File: config.mk
export PLATFORM = sky130hd
export DESIGN_NAME = hilo_mul
export DESIGN_NICKNAME = d
export VERILOG_FILES = /design/src/rtl/hilo_mul.sv
export SDC_FILE = /design/constraint.sdc
export NUM_CORES = 1
export LEC_CHECK = 0
export BUFFER_PORTS_ARGS = -buffer_cell sky130_fd_sc_hd__clkbuf_2
export CAP_MARGIN = 5
export CORE_ASPECT_RATIO = 0.7
export CORE_MARGIN = 10
export CORE_UTILIZATION = 55
export CTS_CLUSTER_SIZE = 14
export DETAILED_ROUTE_END_ITERATION = 8
export PLACE_DENSITY_LB_ADDON = 0.1
export SLEW_MARGIN = 15
export SYNTH_ARGS = -nofsm -noshare
export SYNTH_HDL_FRONTEND = slang
export SYNTH_SLANG_ARGS = --single-unit
File: constraint.sdc
create_clock -name clk -period 4.5 [get_ports clk]
set_input_delay 0.45 -clock clk [delete_from_list [all_inputs] [get_ports clk]]
set_output_delay 0.45 -clock clk [all_outputs]
set_load 0.01 [all_outputs]
File: src/rtl/hilo_mul.sv
module hilo_mul #(
  parameter int W = 32
) (
  input  logic         clk,
  input  logic         rst_n,
  input  logic         req_valid,
  input  logic [1:0]   cmd,
  input  logic [W-1:0] op_a,
  input  logic [W-1:0] op_b,
  output logic         busy,
  output logic         done,
  output logic [W-1:0] result
);
  localparam int CW = $clog2(W);
  localparam int PW = 2 * W;

  logic [W-1:0]  hi_q, lo_q, mplier_q, res_q;
  logic [PW-1:0] mcand_q, acc_q;
  logic [CW-1:0] step_q;
  logic          busy_q, done_q, neg_q;

  wire take    = req_valid & ~busy_q;
  wire sgn     = (cmd == 2'b00);
  wire a_neg   = sgn & op_a[W-1];
  wire b_neg   = sgn & op_b[W-1];
  wire [W-1:0] a_mag = a_neg ? -op_a : op_a;
  wire [W-1:0] b_mag = b_neg ? -op_b : op_b;
  wire [PW-1:0] acc_nx = acc_q + (mplier_q[0] ? mcand_q : '0);
  wire [PW-1:0] prod   = neg_q ? -acc_nx : acc_nx;
  wire last = (step_q == CW'(W - 1));

  always_ff @(posedge clk or negedge rst_n) begin
    if (!rst_n) begin
      hi_q     <= '0;
      lo_q     <= '0;
      mplier_q <= '0;
      mcand_q  <= '0;
      acc_q    <= '0;
      step_q   <= '0;
      busy_q   <= 1'b0;
      done_q   <= 1'b0;
      neg_q    <= 1'b0;
      res_q    <= '0;
    end else begin
      done_q <= 1'b0;
      res_q  <= '0;
      if (take) begin
        if (cmd[1]) begin
          done_q <= 1'b1;
          res_q  <= cmd[0] ? lo_q : hi_q;
        end else begin
          busy_q   <= 1'b1;
          step_q   <= '0;
          acc_q    <= '0;
          mcand_q  <= {{W{1'b0}}, a_mag};
          mplier_q <= b_mag;
          neg_q    <= a_neg ^ b_neg;
        end
      end else if (busy_q) begin
        acc_q    <= acc_nx;
        mcand_q  <= mcand_q << 1;
        mplier_q <= mplier_q >> 1;
        step_q   <= step_q + 1'b1;
        if (last) begin
          busy_q <= 1'b0;
          done_q <= 1'b1;
          hi_q   <= prod[PW-1:W];
          lo_q   <= prod[W-1:0];
        end
      end
    end
  end

  assign busy   = busy_q;
  assign done   = done_q;
  assign result = res_q;
endmodule

==> metrics.txt <==
largest net degree at the start of global routing 164; XOR/XNOR Fraction of Synth Area 7.38%; area of the core 32700 µm²; dpl hpwl 53000 µm; Post-DRT Antenna Nets 0; die extent in x 239 µm; Post-Syn Area 18400 µm²; fin crit share 100%; FMAX 0.221 GHz; Die Y-Extent 173 µm; Ports 103; share of layout cells above drive strength 1 24.3%; most used cell, CP buf_4; CP Data Required Time 4.95 ns; Rows 55; final setup fails 2; Final Critical Period 4.52 ns; fraction of the mapped netlist area in compound gates 23.5%; Clock Latency Late Sink 0.59 ns; Final WS setup -0.0209 ns; IO Port Bufs 102; area grow syn2layout 25.1%; maximum fanout along the worst path 46; post-synthesis cell type count 94; Crit path largest cell delay 0.40 ns; Synth Flop Type dfrtp_1; HP Class input pin to flip-flop; DR vias 19.0k; Max-slew headroom 28.0%; pwr dens 640 nW/µm²; CTS tree built; RSZ-0062 raised after global routing yes; Seq/Total Area, Yosys 35.9%; CP max stage cell dfrtp_1; Longest Clk Path Bufs 3; sequential cell area 6610 µm²; most frequent cells in the layout nand2_1 (471), buf_4 (320), o21ai_0 (283); Syn Area/Cell 8.02 µm²; GRT Residual Overflow 0; Multi-input gate area 11800 µm²; worst vdd rail ir drop 479 µV; Reg clk slew, reported paths 0.07 ns; Post-Layout Cell Count 3063; Final Skew 0.0180 ns; final WL 68500 µm; largest cells by area after synthesis dfrtp_1 (36%), nand2_1 (9.7%), o21ai_0 (8.1%), ha_1 (4.6%), xor2_1 (4.0%); CTS Sinks 264; Initial DRT Pass Iterations 6; placed cell count 2994; Iter 0 DRT Violations 2036; Synth Area in Adders 4.73%; DR DRC count 0; DR vias/cell 6.20; Pleak 10.3 nW; syn nets 2432; Worst EP arrival 4.97 ns; ys async rst share 100%; Simple-Gate Fraction of Synth Area 22.8%; Tot GR Track Use 32.0%; vias in the first global route 17.7k; failing checks setup timing; initial antenna violation count 3; Yosys reg bits 264; most common cell after layout, fill and taps aside nand2_1; first-pass GRT wire length 104000 µm; maxcap violations 0; TritonCTS buffer count 27; area leader, netlist dfrtp_1; Worst Max-Slew Pin Slew 1.08 ns; worst path cell trace buf_12 > buf_12 > and2_1 > ha_1 > buf_4 > nand2_1 > nor2_2 > nand3_1 > a2111o_1 > and3_1 > buf_4 > o211ai_2 > nand2_1 > and4bb_2 > buf_4 > nand2_2 > o31ai_1 > xnor2_1 > o21ai_1; H-tree Lvls 1; die area 41300 µm²; Mapped Cells 2294; status finished, violations left; main combinational cell family by area after synthesis compound AO/OA/AOI/OAI gates; critical path class flip-flop to flip-flop; post-DR wirelength/cell 22.4 µm; YS warnings 0; top cell type's share of synthesized area 35.9%; Core Util, Final 70.5%; initial core utilization 56.3%; Pins Over Slew Limit 0; final hold vios 0; CP endpoint kind flip-flop; Fillers 2610; Startpoint Class flip-flop; GP Congestion 1.07; mux cell area share after synthesis 2.21%; number of flops mapped to enable cells by yosys 0; nets@finish 2752; root buf cell clkbuf_16
-- layout make-up --
cell class | count | share of cell area [%]
Antenna cell | 1 | 0.0109
Clock buffer | 39 | 3.43
Clock inverter | 11 | 0.478
Inverter | 27 | 0.440
Multi-Input combinational cell | 1863 | 51.3
Sequential cell | 264 | 28.7
Tap cell | 427 | 2.32
Timing Repair Buffer | 431 | 13.4
-- synthesized netlist by cell type, drive strengths merged (35+ instances only) --
| cell | instances |
|---|---|
| and2 | 72 |
| nand3 | 36 |
| nor3 | 43 |
| dfrtp | 264 |
| nand4 | 38 |
| a21oi | 104 |
| xnor2 | 72 |
| clkbuf | 116 |
| xor2 | 83 |
| ha | 68 |
| o21ai | 341 |
| nand2 | 477 |
| mux2i | 35 |
| nor2 | 137 |
-- layer usage --
| metal | routed length [µm] | vias up | share of wire, % | GRT usage [%] |
|---|---|---|---|---|
| met4 | 1620 | 0 | 2.4 | 7.59 |
| met5 | 0 | - | 0 | 0 |
| li1 | - | 8799 | - | - |
| met1 | 31200 | 9204 | 46 | 47.4 |
| met3 | 7870 | 101 | 11 | 10.6 |
| met2 | 27800 | 875 | 41 | 43.6 |
-- per-stage QoR --
stage	hold slack (ns)	total power [mW]	setup WS [ns]	area, µm²	setup TNS, ns
3_5_place_dp	0.464	11.7	-0.140	21300	-1.26
4_1_cts	0.174	14.1	0.00335	22300	0
5_1_grt	0.190	15.6	-0.162	23000	-1.30
3_3_place_gp	0.457	11.5	-0.226	21300	-3.06
2_1_floorplan	0.154	8.12	0.221	18400	0
6_report	0.179	14.7	-0.0209	23000	-0.0245
-- path summary, 6_finish.rpt --
kind | start | end | slack [ns] | depth (start not counted)
hold reg to reg | mplier_q[22]$_DFFE_PN0P_ | mplier_q[21]$_DFFE_PN0P_ | 0.48 | 2
hold / removal | op_a[0] | mcand_q[0]$_DFFE_PN0P_ | 0.18 | 3
setup / recovery | mplier_q[0]$_DFFE_PN0P_ | hi_q[15]$_DFFE_PN0P_ | -0.02 | 19
setup reg to reg | mplier_q[0]$_DFFE_PN0P_ | hi_q[15]$_DFFE_PN0P_ | -0.02 | 19
min in group asynchronous | rst_n | mcand_q[57]$_DFFE_PN0P_ | 0.49 | 2
max in group asynchronous | rst_n | mplier_q[24]$_DFFE_PN0P_ | 2.93 | 3
-- where the power goes --
group          total, mW  internal (mW)  switching [mW]
combinational       8.55           3.51            5.03
clock               2.32           1.29            1.03
sequential          3.87           3.26           0.616
total               14.7           8.06            6.68
-- flip-flops by register name (all words and copies together) (netlist names) --
register  flops
step_q        5
mcand_q      64
mplier_q     32
busy          1
neg_q         1
acc_q        64
result       32
done          1
lo_q         32
hi_q         32
-- worst max-delay path, delay by kind of cell, from the launching register on --
kind	cells	cell delay, ns
flip-flops	1	0.40
XOR/XNOR	1	0.22
adder cells (fa/ha/maj)	1	0.35
buffers and inverters	5	0.86
AO/OA/AOI/OAI	4	1.00
AND/OR/NAND/NOR	8	1.55
-- cells by family after synthesis --
| group | Yosys count |
|---|---|
| AND/OR/NAND/NOR | 905 |
| AO/OA/AOI/OAI | 694 |
| flip-flops | 264 |
| buffers and inverters | 167 |
| XOR/XNOR | 155 |
| adder cells (fa/ha/maj) | 69 |
| multiplexers | 40 |
-- timing repair --
| item | in CTS | in global routing |
|---|---|---|
| pin swaps | 5 | 29 |
| endpoints found under the hold margin | 88 | 0 |
| hold buffers | 1 | 0 |
| buffers inserted | 3 | 16 |
| gates resized for setup | 17 | 135 |
| setup endpoints to repair | 30 | 37 |
(Power assumes the default switching activity.)
